**config.mk**
```make
export PLATFORM = sky130hd
export DESIGN_NAME = stall_ctl
export DESIGN_NICKNAME = d
export VERILOG_FILES = /design/src/rtl/stall_ctl.sv
export SDC_FILE = /design/constraint.sdc
export NUM_CORES = 1
export LEC_CHECK = 0
export ABC_AREA = 1
export BUFFER_PORTS_ARGS = -buffer_cell sky130_fd_sc_hd__buf_2
export CORE_AREA = 2 2 39 41
export DETAILED_ROUTE_END_ITERATION = 10
export DIE_AREA = 0 0 41 43
export HOLD_SLACK_MARGIN = 0.15
export PLACE_DENSITY = 0.65
export SLEW_MARGIN = 40
export SYNTH_ARGS = -nofsm -noshare
export SYNTH_HDL_FRONTEND = slang
export SYNTH_SLANG_ARGS = --single-unit
```
**constraint.sdc**
```tcl
create_clock -name clk -period 0.9 [get_ports clk]
set_clock_uncertainty 0.1 [all_clocks]
set_input_delay 0.09 -clock clk [delete_from_list [all_inputs] [get_ports clk]]
set_output_delay 0.09 -clock clk [all_outputs]
set_load 0.005 [all_outputs]
```
**src/rtl/stall_ctl.sv**
```systemverilog
module stall_ctl #(
  parameter int REG_W = 5
) (
  input  logic             clk,
  input  logic             rst,
  input  logic             id_rs_valid,
  input  logic [REG_W-1:0] id_rs,
  input  logic             id_rt_valid,
  input  logic [REG_W-1:0] id_rt,
  input  logic             ex_wen,
  input  logic [REG_W-1:0] ex_dst,
  input  logic             mem_wen,
  input  logic [REG_W-1:0] mem_dst,
  output logic             stall,
  output logic             bubble
);
  localparam logic [REG_W-1:0] ZERO_REG = '0;

  logic run_q;
  always_ff @(posedge clk) begin
    if (rst) run_q <= 1'b0;
    else     run_q <= 1'b1;
  end

  wire rs_live = id_rs_valid && (id_rs != ZERO_REG);
  wire rt_live = id_rt_valid && (id_rt != ZERO_REG);

  wire ex_hit  = ex_wen  && ((rs_live && id_rs == ex_dst)  || (rt_live && id_rt == ex_dst));
  wire mem_hit = mem_wen && ((rs_live && id_rs == mem_dst) || (rt_live && id_rt == mem_dst));

  assign stall  = run_q && (ex_hit || mem_hit);
  assign bubble = stall;
endmodule

```
==> impl_metrics.tcl, run 1 <==
set metrics [dict create \
    leakagePower_nw 0.325 \
    power.total_uw 276 \
    max_cap_violations 0 \
    path_max_fanout 2 \
    fillers 156 \
    ant_nets 0 \
    violations "setup timing" \
    synth_area_sq_um 372 \
    final_common_cell "buf_2" \
    synth_area_per_cell_sq_um 5.55 \
    grt_first_pass_wirelength_mm 1.54 \
    fp.dieH_microns 43 \
    synth_fp_nets 93 \
    grt_pass1_vias 417 \
    final_cells 110 \
    layout_common_cells "22 x buf_2, 18 x nand2_1, 11 x nor2_1" \
    seq_area_frac_synth 0.0539 \
    yosys.area.top_type_share 0.212 \
    cp-start-kind "primary input" \
    yosys_warnings 0 \
    num_antenna_cells 0 \
    die_area_sq_mm 0.00176 \
    dpl_cell_area_sq_um 519 \
    status "finished, violations left" \
    top_register "run_q" \
    vias_per_cell 4.31 \
    setup_viol 2 \
    grtUsageTotal 0.115 \
    drcViolationCount 0 \
    grt_setup_unrepaired "yes" \
    drt-pass1-iter-count 4 \
    min_path_type "in -> reg" \
    crit_path_end_kind "output port" \
    irDropWorstVdd_mv 0.197 \
    io_pins 28 \
    totalWireLength_microns 936 \
    finalInstanceArea_sq_um 567 \
    grt-ovfl-total 0 \
    hold_violations 0 \
    synth.distinct_cells 13 \
    regArea_sq_um 20.0 \
    area_growth_pct 52.5 \
    largest_reg_flops 1 \
    path_clk_slew_ns 0 \
    critPathRequiredTime_ns 0.71 \
    gpl.final_weighted_congestion 0.746 \
    dieWidth_microns 41 \
    post-route-min-period_ns 1.17 \
    synth-seq-cells 1 \
    via_count 474 \
    grt_max_degree 5 \
    multi_input_area_sq_um 317 \
    yosysTopAreaCell "xor2_1" \
    core_area_sq_mm 0.00138 \
    slew_headroom 0.911 \
    finalNetCount 122 \
    power_density_mw_per_mm2 487 \
    reg_top3 "run_q: 1 flops" \
    fmax_mhz 852 \
    port_buffers 27 \
    synth_cells 67 \
    wl_per_cell_microns 8.51 \
    post-route-period-util 1.30 \
    maxSlewViolCount 0 \
    dp_cells 109 \
    path_class "in -> out" \
    pre_cts_slack_ns -0.314 \
    drt_iter0_drc 5 \
    antenna_found_initial 0 \
    hpwl_microns 821 \
    drive_gt1_frac 0.351 \
    start_util 0.269 \
    rows 14 \
    holdWs_ns 0.143 \
    synth_area_leaders "xor2_1 21%, nand2_1 19%, xnor2_1 16%, nor2_1 11%, inv_1 10%" \
    tightest_slew_ns 0.133 \
    arrival_ns 0.98 \
    fin_ws_ns -0.274 \
]
==> synthesized netlist by cell type <==
cell,count
a21oi_1,1
buf_4,1
nand3_1,4
xor2_1,9
nor2_1,11
or2_0,1
xnor2_1,7
dfxtp_1,1
inv_1,10
nand4_1,1
nand2_1,19
a21oi_2,1
nand3b_1,1
==> power by group <==
group / leakage [nW] / internal, mW / switching, mW
registers: 0.00844 / 0.0477 / 0.000574
logic: 0.316 / 0.121 / 0.106
clock network: 0 / 0 / 0
==> worst max-delay path, cell delays in order <==
cell and delay, ns:
buf_8 0.09, buf_4 0.13, xor2_1 0.13, nor2_1 0.12, nand3_1 0.07, nand2_1 0.06, nand2_1 0.06, a21oi_2 0.11
buf_2 0.12
==> routing by layer <==
metal | vias up | global-route usage | wire [microns]
met3 | 0 | 0 | 52
met2 | 13 | 0.203 | 500
met4 | 0 | 0 | 0
met5 | - | 0 | 0
met1 | 207 | 0.158 | 383
li1 | 254 | - | -
==> through the flow <==
step	util	TNS, ns
after CTS	0.384	-0.586
after floorplan	-	-0.171
after global routing	0.410	-0.738
after detailed placement	0.375	-0.626
final	0.410	-0.547
after global placement	0.375	-0.584
==> cells by family (layout without fill, tap and decap cells) <==
| group | count (synthesis) | in the layout | synth area share |
|---|---|---|---|
| DFF | 1 | 1 | 0.0539 |
| xor gates and xnor gates | 16 | 16 | 0.377 |
| and+or+nand+nor | 37 | 37 | 0.411 |
| AOI/OAI and AO/OA | 2 | 2 | 0.0370 |
| buffers and inverters | 11 | 38 | 0.121 |
==> worst paths after layout <==
| path | depth (start not counted) | endpoint | startpoint | slack [ns] |
|---|---|---|---|---|
| hold / removal | 2 | run_q | rst | 0.14 |
| setup / recovery | 9 | stall | mem_dst[3] | -0.27 |
==> what timing repair did <==
item / CTS / global route
endpoints found under the setup margin: 2 / 2
pin swaps: 6 / 7
resized for setup: 3 / 10
hold endpoints to repair: 1 / 0
buffers inserted: 0 / 1
==> cell type report <==
class,count,area share
timing repair buffer,28,0.300
sequential,1,0.0353
inverter,10,0.0706
tap,16,0.0353
multi-input combinational,55,0.558
(Power assumes the default switching activity.)
==> run 2: changes to the inputs <==
--- a/config.mk
+++ b/config.mk
@@ -16,3 +16,4 @@
 export SYNTH_ARGS = -nofsm -noshare
 export SYNTH_HDL_FRONTEND = slang
 export SYNTH_SLANG_ARGS = --single-unit
+export TNS_END_PERCENT = 1
==> run 2 against run 1 <==
The run still ends with setup timing left. Via count is 2.1% lower. Core utilization down 2.4 points. Critical path depth did not move. Die area did not move. Total power fell by 6.3%. Setup slack got worse by 0.0068 ns. Critical path type unchanged. Largest cell class unchanged. Largest power group unchanged.
==> impl_metrics.tcl, run 2 (synthesis results as in run 1) <==
set metrics [dict create \
    drcViolationCount 0 \
    rows 14 \
    top_register "run_q" \
    crit_path_end_kind "output port" \
    power_density_mw_per_mm2 484 \
    met2_wirelength_microns 461 \
    max_cap_violations 0 \
    io_pins 28 \
    grt_pass1_vias 417 \
    status "finished, violations left" \
    post-route-period-util 1.31 \
    wl_met1_microns 375 \
    num_antenna_cells 0 \
    setup_viol 2 \
    drive_gt1_frac 0.312 \
    maxSlewViolCount 0 \
    tightest_slew_ns 0.125 \
    vias_per_cell 4.26 \
    dp_cells 109 \
    irDropWorstVdd_mv 0.189 \
    grt-ovfl-total 0 \
    leakagePower_nw 0.310 \
    critPathRequiredTime_ns 0.71 \
    fmax_mhz 847 \
    path_clk_slew_ns 0 \
    grt_first_pass_wirelength_mm 1.54 \
    path_class "in -> out" \
    tns_ns -0.561 \
    hold_violations 0 \
    power.total_uw 259 \
    drt_iter0_drc 4 \
    drt-pass1-iter-count 4 \
    fp.dieH_microns 43 \
    core_area_sq_mm 0.00138 \
    antenna_found_initial 0 \
    dieWidth_microns 41 \
    layout_common_cells "24 x buf_2, 19 x nand2_1, 11 x nor2_1" \
    finalNetCount 121 \
    path_max_fanout 4 \
    cp-start-kind "primary input" \
    final_cells 109 \
    largest_reg_flops 1 \
    wl_met3_microns 61 \
    grt_max_degree 5 \
    totalWireLength_microns 898 \
    start_util 0.269 \
    hpwl_microns 821 \
    highest_layer "met3" \
    via_count 464 \
    fin_ws_ns -0.281 \
    area_growth_pct 43.8 \
    slew_headroom 0.916 \
    ant_nets 0 \
    die_area_sq_mm 0.00176 \
    wl_per_cell_microns 8.24 \
    grtUsageTotal 0.115 \
    reg_top3 "run_q: 1 flops" \
    arrival_ns 0.99 \
    final_common_cell "buf_2" \
    gpl.final_weighted_congestion 0.746 \
    port_buffers 27 \
    min_path_type "in -> reg" \
    post-route-min-period_ns 1.18 \
    violations "setup timing" \
    grt_setup_unrepaired "yes" \
]
run 2: what timing repair did:
action / CTS / global route
endpoints found under the setup margin: 2 / 2
pin swaps: 6 / 4
hold endpoints to repair: 1 / 0
buffers inserted: 0 / 0
resized for setup: 3 / 2
run 2: layer usage:
layer | global-route usage | vias up
li1 | - | 252
met1 | 0.158 | 197
met3 | 0 | 0
met2 | 0.203 | 15
met4 | 0 | 0
met5 | 0 | -
run 2: per-stage QoR:
| stage | util | hold WS, ns | setup WS, ns | cell area, sq um |
|---|---|---|---|---|
| finish | 0.386 | 0.143 | -0.281 | 534 |
| global route | 0.386 | 0.154 | -0.375 | 534 |
| CTS | 0.384 | 0.145 | -0.294 | 532 |
| detailed placement | 0.375 | 0.145 | -0.314 | 519 |
| global placement | 0.375 | 0.138 | -0.292 | 519 |
| floorplan | - | 0.0465 | -0.149 | 372 |
run 2: final timing paths:
kind / start / endpoint / slack [ns] / depth (start not counted)
max: id_rs[0] / stall / -0.28 / 9
min: rst / run_q / 0.14 / 2
run 2: worst max-delay path, stage by stage:
cell and delay (ns):
buf_2 0.13, xnor2_1 0.15, nand2_1 0.07, nor2_1 0.09, nand3_1 0.09, nand2_1 0.07
nand2_1 0.06, a21oi_2 0.11, buf_2 0.12
run 2: cell type report:
class / instances / area (sq um)
Sequential cell: 1 / 20.0
Inverter: 10 / 37.5
Timing Repair Buffer: 27 / 150
Multi-Input combinational cell: 55 / 307
Tap cell: 16 / 20.0
Fill cell: 158 / 850
run 2: power breakdown:
group	internal (mW)	switching (mW)
combinational	0.109	0.101
clock	0	0
sequential	0.0477	0.000574
total	0.157	0.102
